File: config.mk
export PLATFORM = sky130hd
export DESIGN_NAME = wprot_reg
export DESIGN_NICKNAME = d
export VERILOG_FILES = /design/src/rtl/wprot_reg.sv
export SDC_FILE = /design/constraint.sdc
export NUM_CORES = 1
export LEC_CHECK = 0
export ABC_AREA = 1
export BUFFER_PORTS_ARGS = -buffer_cell sky130_fd_sc_hd__buf_2
export CORE_UTILIZATION = 44
export CTS_CLUSTER_DIAMETER = 200
export CTS_CLUSTER_SIZE = 30
export DETAILED_ROUTE_END_ITERATION = 10
export HOLD_SLACK_MARGIN = 0.03
export PLACE_DENSITY = 0.74
export SKIP_CTS_REPAIR_TIMING = 1
export SYNTH_ARGS = -nofsm -noshare
export SYNTH_HDL_FRONTEND = slang
export SYNTH_SLANG_ARGS = --single-unit
File: constraint.sdc
create_clock -name clk -period 1.25 [get_ports clk]
set_clock_uncertainty 0.1 [all_clocks]
set_input_delay 0.0625 -clock clk [delete_from_list [all_inputs] [get_ports clk]]
set_output_delay 0.0625 -clock clk [all_outputs]
set_load 0.02 [all_outputs]
File: src/rtl/wprot_reg.sv
module wprot_reg #(
  parameter int WINDOW = 32
) (
  input  logic       clk,
  input  logic       rst_n,
  input  logic       wr_en,
  input  logic       rd_en,
  input  logic       addr,
  input  logic [7:0] wdata,
  output logic [7:0] rdata,
  output logic [2:0] ndiv,
  output logic [1:0] kdiv,
  output logic       wdog_en,
  output logic       sd_en,
  output logic       pd_en,
  output logic       locked,
  output logic [1:0] scheme_mode
);
  localparam int CW = (WINDOW > 1) ? $clog2(WINDOW) : 1;
  localparam logic [4:0] KEY_MODE   = 5'b11000;
  localparam logic [4:0] KEY_UNLOCK = 5'b10011;
  localparam logic [4:0] KEY_LOCK   = 5'b10101;

  logic [1:0]    mode_q;
  logic          open_q;
  logic [CW-1:0] left_q;
  logic [7:0]    guard_q;

  wire [4:0] key    = wdata[7:3];
  wire       ctl_wr = wr_en && !addr;
  wire       grd_wr = wr_en && addr;
  wire       armed  = mode_q != 2'b00;

  assign locked = armed && !open_q;

  always_ff @(posedge clk or negedge rst_n) begin
    if (!rst_n) begin
      mode_q  <= 2'b11;
      open_q  <= 1'b0;
      left_q  <= '0;
      guard_q <= 8'h00;
    end else begin
      if (open_q) begin
        if (left_q == '0) open_q <= 1'b0;
        else              left_q <= left_q - 1'b1;
      end
      if (ctl_wr) begin
        if (key == KEY_MODE) mode_q <= wdata[1:0];
        if (key == KEY_UNLOCK && armed) begin
          open_q <= 1'b1;
          left_q <= CW'(WINDOW - 1);
        end
        if (key == KEY_LOCK) open_q <= 1'b0;
      end
      if (grd_wr && !locked) guard_q <= wdata;
    end
  end

  assign rdata = !rd_en ? 8'h00 :
                 addr   ? guard_q : {5'b00000, locked, mode_q};

  assign ndiv        = guard_q[7:5];
  assign kdiv        = guard_q[4:3];
  assign wdog_en     = guard_q[2];
  assign sd_en       = guard_q[1];
  assign pd_en       = guard_q[0];
  assign scheme_mode = mode_q;
endmodule

Yosys cells after proc, flatten, opt, wreduce, memory -nomap -nowiden:

Cells that the tools add are included.

* output and inout bits: 19
* word-level logic and storage cells: 30
* input port bits: 13
* flip-flop bits (word level): 16

* multiplexer cells: 11
* equal/unequal tests: 3
* reductions and logical operators: 11
* add/subtract/negate cells: 1

Operator list (count)
* 2-to-1 mux 5 bit: 4
* 2-to-1 mux 8 bit: 2
* equality test 5 bit, second input constant: 3
* logical AND 1 bit: 5
* zero test 5 bit: 1
* 2-to-1 mux 1 bit: 5
* subtractor 5 x 1 -> 5 bit, second input constant: 1
* zero test 1 bit: 3
* AND reduction 2 bit: 1
* nonzero test 2 bit: 1

Depth between registers and ports, before layout:

* depth after elaboration: 6
* gate-level depth with buffers: 7
* mapped depth without buffers: 7

Worst setup path after synthesis:

OpenSTA, ideal clock, no wires.

* path kind: reg-to-output
* from: register mode_q[1] (netlist: scheme_mode[1])
* to: output rdata[2]
* buffers on the path: 0
* required time: 1087 ps
* cell stages (with the launch flop): 5
* data arrival time: 1304 ps
* slack: -216 ps
* cells stage by stage: dfstp_2 > inv_1 > nand2_2 > nand2_4 > o21ai_0

* word-level cells in the longest chain between the ends: 4

Ends and longest elaborated chain
* from (decl): RTL line 24 `logic [1:0] mode_q;`
* from (signal assigned): RTL line 48 `if (key == KEY_MODE) mode_q <= wdata[1:0];`
* nonzero test 2 bit: RTL line 32 `wire armed = mode_q != 2'b00;`
* logical AND 1 bit: RTL line 34 `assign locked = armed && !open_q;`
* 2-to-1 mux 8 bit: RTL line 60 `addr ? guard_q : {5'b00000, locked, mode_q};`
* 2-to-1 mux 8 bit: RTL line 59 `assign rdata = !rd_en ? 8'h00 :`
* to (decl): RTL line 10 `output logic [7:0] rdata,`

No other way between the ends.

Worst setup path after layout:

* from: register mode_q[0] (netlist: scheme_mode[0])
* to: output rdata[2]

Same word-level chain as after synthesis.

==> flow_summary.ini <==
[route]
drt_first_pass_iters = 4
via_per_inst = 5.03
vias = 1011
drt-initial-drc-count = 43
avgRoutedWirePerCell_um = 12.0
ant_nets = 0
drc_errors = 0
totalWireLength_um = 2420

[sta]
worst_pin_slew_ps = 420
layout_min_cycle_time_ps = 1460
setup_violations = 11
final.setup.worst_slack_ps = -214
whs_ps = -23.7
max-slew-margin-rel = 0.718
rsz0062_at_grt = true
hold_violations = 2
fin_crit_sh = 1.17
max_freq_mhz = 683
maxSlewViolCount = 0

[pwr]
powerDensity_mw_per_mm2 = 1630
seq_power_share = 0.346
power.internal_mw = 1.33
worst_ir_drop_vdd_uv = 1010
leakagePower_nw = 0.744
switching_share = 0.405
clock_power_share = 0.163
total_power_mw = 2.23
p_sw_mw = 0.905
pwr-share-comb = 0.492

[floorplan]
die_x_um = 48.2
core_mm2 = 0.00198
dieArea_mm2 = 0.00232
fp-row-count = 16
fp.dieH_um = 48.2
start_util = 0.473
io_pins = 32

[logic_synthesis]
synth_mux_area_frac = 0
synth_area_um2 = 937
ys.flop_type = dfrtp_1
synth-async-reset-ratio = 1.00
synth_adder_area_share = 0.0134
ys_types = 21
yosys.area_share.simple = 0.335
synthTopCellsByArea = dfrtp_1, nand2_1, inv_1
synth_top_family_by_area = simple AND/OR/NAND/NOR gates
synth_warnings = 0
synth_area_per_cell_um2 = 7.68
synth_top_area_frac = 0.374
yosysSeqAreaShare = 0.430
yosysTopAreaCell = dfrtp_1
syn_nets = 136
synth_xor_area_frac = 0.00935
synth_cells = 122
synth-compound-area-share = 0.0961
synth-edff-count = 0
synth-seq-cells = 16

[worst_setup_path]
start_kind = flop
critPathMaxFanout = 3
path_class = flop to output pin
cp.required_ps = 1090
cp.arrival_ps = 1300
cp-end-kind = output pin

[placed_design]
gp_congestion = 0.868
dpl.hpwl_um = 1670
pre_cts_slack_ps = -53.1
port_buffers = 31

[clock_tree]
clk_latency_ps = 300
cts_tree = done
cts_buffers = 3
cts_max_level = 1
clk_path_buf_depth = 2
clock_sinks = 16
path_clk_slew_ps = 100
cts_root_buffer = clkbuf_4

[global_routing]
overflow = 0
grt_pass1_vias = 778
antenna_found_initial = 0
groute.usage.overall = 0.208
grt_max_degree = 17
grt_pass1_wl_um = 3240

[final_layout]
n_fill_cell = 159
multi_input_area_um2 = 467
mostFrequentLayoutCell = buf_2
ff_latch_area_um2 = 403
area_growth_pct = 45.9
drive_gt1_frac = 0.425
final_cell_mix = buf_2, nand2_1, inv_1
antenna_cells = 0
num-nets-final = 189

[outcome]
status = complete, but fails checks
violations = hold timing, setup timing

[job]
drv_cap = 0

[worst_hold_path]
min_path_type = primary input to flop
==> critical path, cell delays in order (launching register included) <==
cell	delay, ps
dfstp_2	560
inv_2	50
nand2_4	70
nand2_4	60
o21ai_2	110
buf_4	150
==> power groups by stage <==
stage	Clock (mW)	Sequential (mW)	Combinational (mW)
after floorplan	0	0.851	0.504
after detailed placement	0	0.770	0.927
final	0.363	0.772	1.10
after global placement	0	0.765	0.880
after CTS	0.362	0.761	0.932
after global routing	0.396	0.787	1.22
==> flip-flops by register name, indices dropped and copies added (netlist names) <==
| signal | cells |
|---|---|
| guard_q | 8 |
| scheme_mode | 2 |
| left_q | 5 |
| open_q | 1 |
==> cells in the mapped netlist, drive strengths merged, types with 2 or more instances <==
cell type  instances
inv               26
nand2             29
nand3             16
nor2              14
nand4              4
o21ai             11
dfrtp             14
dfstp              2
==> cell families (layout without fill, tap and decap cells) <==
group                      Yosys count  after routing
xor gates and xnor gates             1              1
and+or+nand+nor                     65             65
DFF                                 16             16
adders and majority gates            1              1
AOI/OAI and AO/OA                   12             12
buffers and inverters               27             79
==> per-layer routing <==
layer  GRT usage  vias to the layer above  part of all wire
met5           0                        -                 0
li1            -                      489                 -
met3      0.0444                        5             0.056
met1       0.260                      484              0.41
met2       0.341                       33              0.51
met4       0.100                        0             0.021
==> stage by stage <==
stage / cell area, µm² / TNS, ps / util / std cells
final: 1370 / -853 / 0.690 / 201
after detailed placement: 1160 / -157 / 0.588 / 185
after CTS: 1200 / -967 / 0.606 / 189
after global placement: 1160 / 0 / 0.588 / 185
after global routing: 1370 / -1810 / 0.690 / 201
after floorplan: 946 / -435 / - / 122
==> cell type report <==
type,instances,share of cell area
well taps,27,0.0247
multi-input cells,79,0.341
clock buffers,4,0.0265
repair buffers,49,0.242
flip-flops and latches,16,0.295
inverters,26,0.0714
==> worst paths after layout <==
path	from	to	slack [ps]	depth (start not counted)
min in group asynchronous	rst_n	guard_q[0]	110	2
worst min register to register	scheme_mode[0]	scheme_mode[0]	380	2
max in group asynchronous	rst_n	scheme_mode[0]	620	2
worst min-delay path	wdata[5]	scheme_mode[0]	-20	4
worst max register to register	left_q[1]	left_q[3]	-80	7
worst max-delay path	scheme_mode[0]	rdata[2]	-210	5
No activity file was read; power rests on OpenSTA's default activity.
